===== src/rtl/bank_mapper_pkg.sv =====
package bank_mapper_pkg;

  typedef enum logic [1:0] {
    RGN_ROM  = 2'd0,
    RGN_RAM  = 2'd1,
    RGN_IO   = 2'd2,
    RGN_NONE = 2'd3
  } region_e;

endpackage


===== src/rtl/bank_rst_sync.sv =====
module bank_rst_sync #(
  parameter int STAGES = 2
) (
  input  logic clk,
  input  logic rst_n,
  output logic rst_sync_n
);
  logic [STAGES-1:0] sync_q;
  logic [STAGES-1:0] sync_d;

  always_comb begin
    sync_d = {sync_q[STAGES-2:0], 1'b1};
  end

  always_ff @(posedge clk or negedge rst_n) begin
    if (!rst_n) sync_q <= '0;
    else        sync_q <= sync_d;
  end

  assign rst_sync_n = sync_q[STAGES-1];
endmodule


===== src/rtl/bank_regfile.sv =====
module bank_regfile #(
  parameter int NUM_WIN = 8,
  parameter int BANK_W  = 8
) (
  input  logic                           clk,
  input  logic                           rst_n,
  input  logic                           we,
  input  logic [NUM_WIN-1:0]             mask,
  input  logic [BANK_W-1:0]              wdata,
  output logic [NUM_WIN-1:0][BANK_W-1:0] bank_q,
  output logic [BANK_W-1:0]              rd_data
);
  logic [NUM_WIN-1:0][BANK_W-1:0] bank_d;
  logic                           load_en;

  assign load_en = we && (|mask);

  always_comb begin
    bank_d = bank_q;
    for (int i = 0; i < NUM_WIN; i++) begin
      if (mask[i]) bank_d[i] = wdata;
    end
  end

  always_ff @(posedge clk or negedge rst_n) begin
    if (!rst_n)       bank_q <= '0;
    else if (load_en) bank_q <= bank_d;
  end

  // lowest selected index wins: scan from the top down
  always_comb begin
    rd_data = '0;
    for (int i = NUM_WIN - 1; i >= 0; i--) begin
      if (mask[i]) rd_data = bank_q[i];
    end
  end
endmodule


===== src/rtl/bank_region_dec.sv =====
module bank_region_dec
  import bank_mapper_pkg::*;
#(
  parameter int              BANK_W   = 8,
  parameter logic [BANK_W-1:0] IO_BANK  = 8'hFF,
  parameter logic [BANK_W-1:0] RAM_BANK = 8'hF8,
  parameter logic [BANK_W-1:0] ROM_LAST = 8'h7F
) (
  input  logic [BANK_W-1:0] bank,
  output logic              io_sel,
  output logic              ram_sel,
  output logic              rom_sel,
  output logic              unmapped
);
  region_e rgn;

  always_comb begin
    if (bank == IO_BANK)       rgn = RGN_IO;
    else if (bank == RAM_BANK) rgn = RGN_RAM;
    else if (bank <= ROM_LAST) rgn = RGN_ROM;
    else                       rgn = RGN_NONE;
  end

  assign io_sel   = (rgn == RGN_IO);
  assign ram_sel  = (rgn == RGN_RAM);
  assign rom_sel  = (rgn == RGN_ROM);
  assign unmapped = (rgn == RGN_NONE);
endmodule


===== src/rtl/bank_mapper.sv =====
module bank_mapper #(
  parameter int ADDR_W   = 16,
  parameter int BANK_W   = 8,
  parameter int WIN_BITS = 3,
  parameter logic [BANK_W-1:0] IO_BANK  = 8'hFF,
  parameter logic [BANK_W-1:0] RAM_BANK = 8'hF8,
  parameter logic [BANK_W-1:0] ROM_LAST = 8'h7F
) (
  input  logic        clk,
  input  logic        rst_n,
  input  logic [15:0] log_addr,
  input  logic        map_we,
  input  logic [7:0]  map_mask,
  input  logic [7:0]  map_wdata,
  output logic [7:0]  rd_data,
  output logic [20:0] phys_addr,
  output logic        io_sel,
  output logic        ram_sel,
  output logic        rom_sel,
  output logic        unmapped
);
  localparam int NUM_WIN = 1 << WIN_BITS;
  localparam int OFS_W   = ADDR_W - WIN_BITS;

  logic                           rst_sync_n;
  logic [NUM_WIN-1:0][BANK_W-1:0] bank_q;
  logic [WIN_BITS-1:0]            win_idx;
  logic [BANK_W-1:0]              cur_bank;

  bank_rst_sync #(.STAGES(2)) u_rst (
    .clk        (clk),
    .rst_n      (rst_n),
    .rst_sync_n (rst_sync_n)
  );

  bank_regfile #(.NUM_WIN(NUM_WIN), .BANK_W(BANK_W)) u_regs (
    .clk     (clk),
    .rst_n   (rst_sync_n),
    .we      (map_we),
    .mask    (map_mask),
    .wdata   (map_wdata),
    .bank_q  (bank_q),
    .rd_data (rd_data)
  );

  assign win_idx   = log_addr[ADDR_W-1:OFS_W];
  assign cur_bank  = bank_q[win_idx];
  assign phys_addr = {cur_bank, log_addr[OFS_W-1:0]};

  bank_region_dec #(
    .BANK_W(BANK_W), .IO_BANK(IO_BANK), .RAM_BANK(RAM_BANK), .ROM_LAST(ROM_LAST)
  ) u_dec (
    .bank     (cur_bank),
    .io_sel   (io_sel),
    .ram_sel  (ram_sel),
    .rom_sel  (rom_sel),
    .unmapped (unmapped)
  );
endmodule


===== config.mk =====
export PLATFORM = sky130hd
export DESIGN_NAME = bank_mapper
export DESIGN_NICKNAME = d
export VERILOG_FILES = /design/src/rtl/bank_mapper_pkg.sv /design/src/rtl/bank_rst_sync.sv /design/src/rtl/bank_regfile.sv /design/src/rtl/bank_region_dec.sv /design/src/rtl/bank_mapper.sv
export SDC_FILE = /design/constraint.sdc
export NUM_CORES = 1
export LEC_CHECK = 0
export BUFFER_PORTS_ARGS = -buffer_cell sky130_fd_sc_hd__buf_2
export CAP_MARGIN = 10
export CORE_MARGIN = 5
export CORE_UTILIZATION = 25
export CTS_CLUSTER_SIZE = 25
export DETAILED_ROUTE_END_ITERATION = 10
export MAX_ROUTING_LAYER = met4
export PLACE_DENSITY = 0.5
export SYNTH_ARGS = -nofsm -noshare
export SYNTH_HDL_FRONTEND = slang
export SYNTH_HIERARCHICAL = 1
export SYNTH_SLANG_ARGS = --single-unit

===== constraint.sdc =====
create_clock -name clk -period 2.75 [get_ports clk]
set_clock_uncertainty 0.05 [all_clocks]
set_input_delay 0.1375 -clock clk [delete_from_list [all_inputs] [get_ports clk]]
set_output_delay 0.1375 -clock clk [all_outputs]
set_load 0.005 [all_outputs]

==> results.json <==
{
  "status": "finished, final reports clean",
  "power.density_nw_per_um2": 675.8,
  "drtAntennaViolNets": 0,
  "tightestPinTransition_ns": 0.7993,
  "clk_latency_ns": 0.34,
  "leakage_nw": 1.817,
  "synth_top_family_by_area": "multiplexers",
  "numCtsBuffers": 9,
  "finalSetupTns_ns": 0,
  "antenna_found_initial": 0,
  "async_flop_share_pct": 100.0,
  "ios": 68,
  "design.core.area_sq_um": 15200,
  "synth_xor_area_share_pct": 0,
  "slew_headroom_pct": 46.72,
  "drt_iter0_drc": 246,
  "fin_crit_ns": 2.346,
  "gr-total-overflow": 0,
  "post-route-util_pct": 28.95,
  "syn_avg_cell_area_sq_um": 13.81,
  "whs_ns": 0.05559,
  "start_util_pct": 25.44,
  "wl_um": 11680,
  "grt_use_total_pct": 13.80,
  "synthFlopType": "dfrtp_1",
  "yosys_warnings": 6,
  "diodes": 0,
  "cts.sinks": 66,
  "netlist_area_sq_um": 3867,
  "slew_violations": 0,
  "rsz0062_at_grt": "no",
  "drive_above_1_share_pct": 50.65,
  "layout_setup_ws_ns": 0.4041,
  "port_buffers": 41,
  "clk_pin_slew_worst_paths_ns": 0.06,
  "critical_path.endpoint_type": "output port",
  "design_area_sq_um": 4402,
  "root_buffer": "clkbuf_16",
  "fin_nets": 340,
  "firstDrtPassIters": 4,
  "synth-edff-count": 0,
  "ir_drop_v": 0.0003147,
  "hp-class": "input pin to asynchronous set/reset pin",
  "grt_pass1_wl_um": 17970,
  "place_ws_ns": 0.4864,
  "cp_data_arrival_time_ns": 2.16,
  "start_kind": "register",
  "cts_max_level": 3,
  "netlist_instances": 280,
  "crit_fanout": 4,
  "fin_crit_sh_pct": 85.30,
  "cts_buffer_depth": 2,
  "grt_max_degree": 35,
  "synth.yosys.seq_area_share_pct": 42.70,
  "cts_tree": "built",
  "syn_nets": 315,
  "setup-violations-final": 0,
  "rows": 45,
  "placed_area_sq_um": 4094,
  "fmax_mhz": 426.3,
  "ys_ff_latch": 66,
  "required_ns": 2.56,
  "muxShareOfSynthArea_pct": 31.74,
  "cts_setup_buffers": 0,
  "synthAdderAreaFrac_pct": 0,
  "synth_compound_area_share_pct": 12.58,
  "cap_violations": 0,
  "dieArea_sq_um": 18060,
  "drc": 0,
  "detail_route.wl_per_cell_um": 23.46,
  "hold_viol": 0,
  "grt_pass1_vias": 2882,
  "critPathKind": "register to output port",
  "num_vias": 2644,
  "hpwl_um": 7671,
  "die_height_um": 134.4,
  "routed_via_density": 5.309,
  "yosys.area_share.simple_pct": 5.532,
  "gp_congestion": 0.8026,
  "die_x_um": 134.4,
  "area_growth_pct": 13.81,
  "synth.distinct_cells": 31
}
[power by group]
group / switching (W) / internal [W] / leakage (nW)
registers: 0.000131 / 0.00111 / 0.773
logic: 0.000270 / 0.000314 / 0.912
clock network: 0.000442 / 0.000703 / 0.131
[cell type report]
type | instances | area (sq um)
flip-flops and latches | 66 | 1653
fillers | 1538 | 10800
clock buffers | 10 | 229.0
inverters | 11 | 41.29
clock inverters | 6 | 68.82
multi-input cells | 173 | 1932
repair buffers | 44 | 242.7
well taps | 188 | 235.2
[repair_timing]
item	in CTS	in global routing
hold endpoints to repair	2	0
resized for setup	0	0
hold buffers	1	0
[cell usage after synthesis, types with 2 or more instances]
master / n / area (sq um)
dfrtp_1: 66 / 1652
inv_1: 11 / 41.29
buf_6: 6 / 67.56
buf_4: 17 / 127.6
a221o_1: 8 / 80.08
mux2_2: 72 / 810.8
nand2_2: 7 / 43.79
a221oi_2: 8 / 120.1
nand2_1: 9 / 33.78
nor2b_1: 3 / 18.77
o221ai_1: 7 / 61.31
mux4_1: 15 / 394.1
a21oi_1: 8 / 40.04
buf_2: 4 / 20.02
a22oi_2: 8 / 100.1
a211o_1: 8 / 70.07
nand3b_1: 8 / 60.06
and3_1: 2 / 12.51
[logic make-up (layout without fill, tap and decap cells)]
logic type             Yosys count  in the layout
other                            1              1
multiplexers                    88             88
buffers and inverters           41             71
flip-flops                      66             66
AND/OR/NAND/NOR                 35             35
AO/OA/AOI/OAI                   49             49
[final timing paths]
check                                      start                 to  slack [ns]  cells after the start
worst min-delay path                       rst_n    u_rst/sync_q[0]        0.06                      2
worst max-delay path            u_regs/bank_q[9]           unmapped        0.40                      6
worst min register to register   u_rst/sync_q[0]    u_rst/sync_q[1]        0.30                      0
worst max register to register   u_rst/sync_q[1]  u_regs/bank_q[59]        1.68                      1
min in group clk                    map_wdata[4]  u_regs/bank_q[36]        0.10                      2
max in group asynchronous        u_rst/sync_q[1]  u_regs/bank_q[59]        1.68                      1
[state kept, by name, summed over array words and instances (netlist names)]
register	count
u_rst/sync_q	2
u_regs/bank_q	64
[per-stage QoR]
stage	power, W	cells
CTS	0.003015	498
global placement	0.001831	481
finish	0.002975	498
detailed placement	0.001851	481
global route	0.003126	498
floorplan	0.001647	280
[critical path: stages, from the launching register on]
cell	delay, ns
dfrtp_1	0.41
mux4_1	0.52
mux2_2	0.32
nor3_2	0.19
nor2_1	0.07
o21a_1	0.18
buf_2	0.13
[cell usage in the layout (no fill, tap or decap), drive strengths merged, types with 8 or more instances in the layout]
cell type,count
a211o,8
a21oi,8
a221o,8
a221oi,8
a22oi,8
buf,43
clkbuf,10
dfrtp,66
inv,11
mux2,72
mux4,16
nand2,16
nand3b,8
[per-layer routing]
metal  global-route usage (%)  part of all wire [%]
met4                    4.468                   1.7
met5                        -                     0
met1                    17.31                    43
met2                    20.98                    47
met3                    4.726                   8.1
Power figures use the tool's default switching activity.
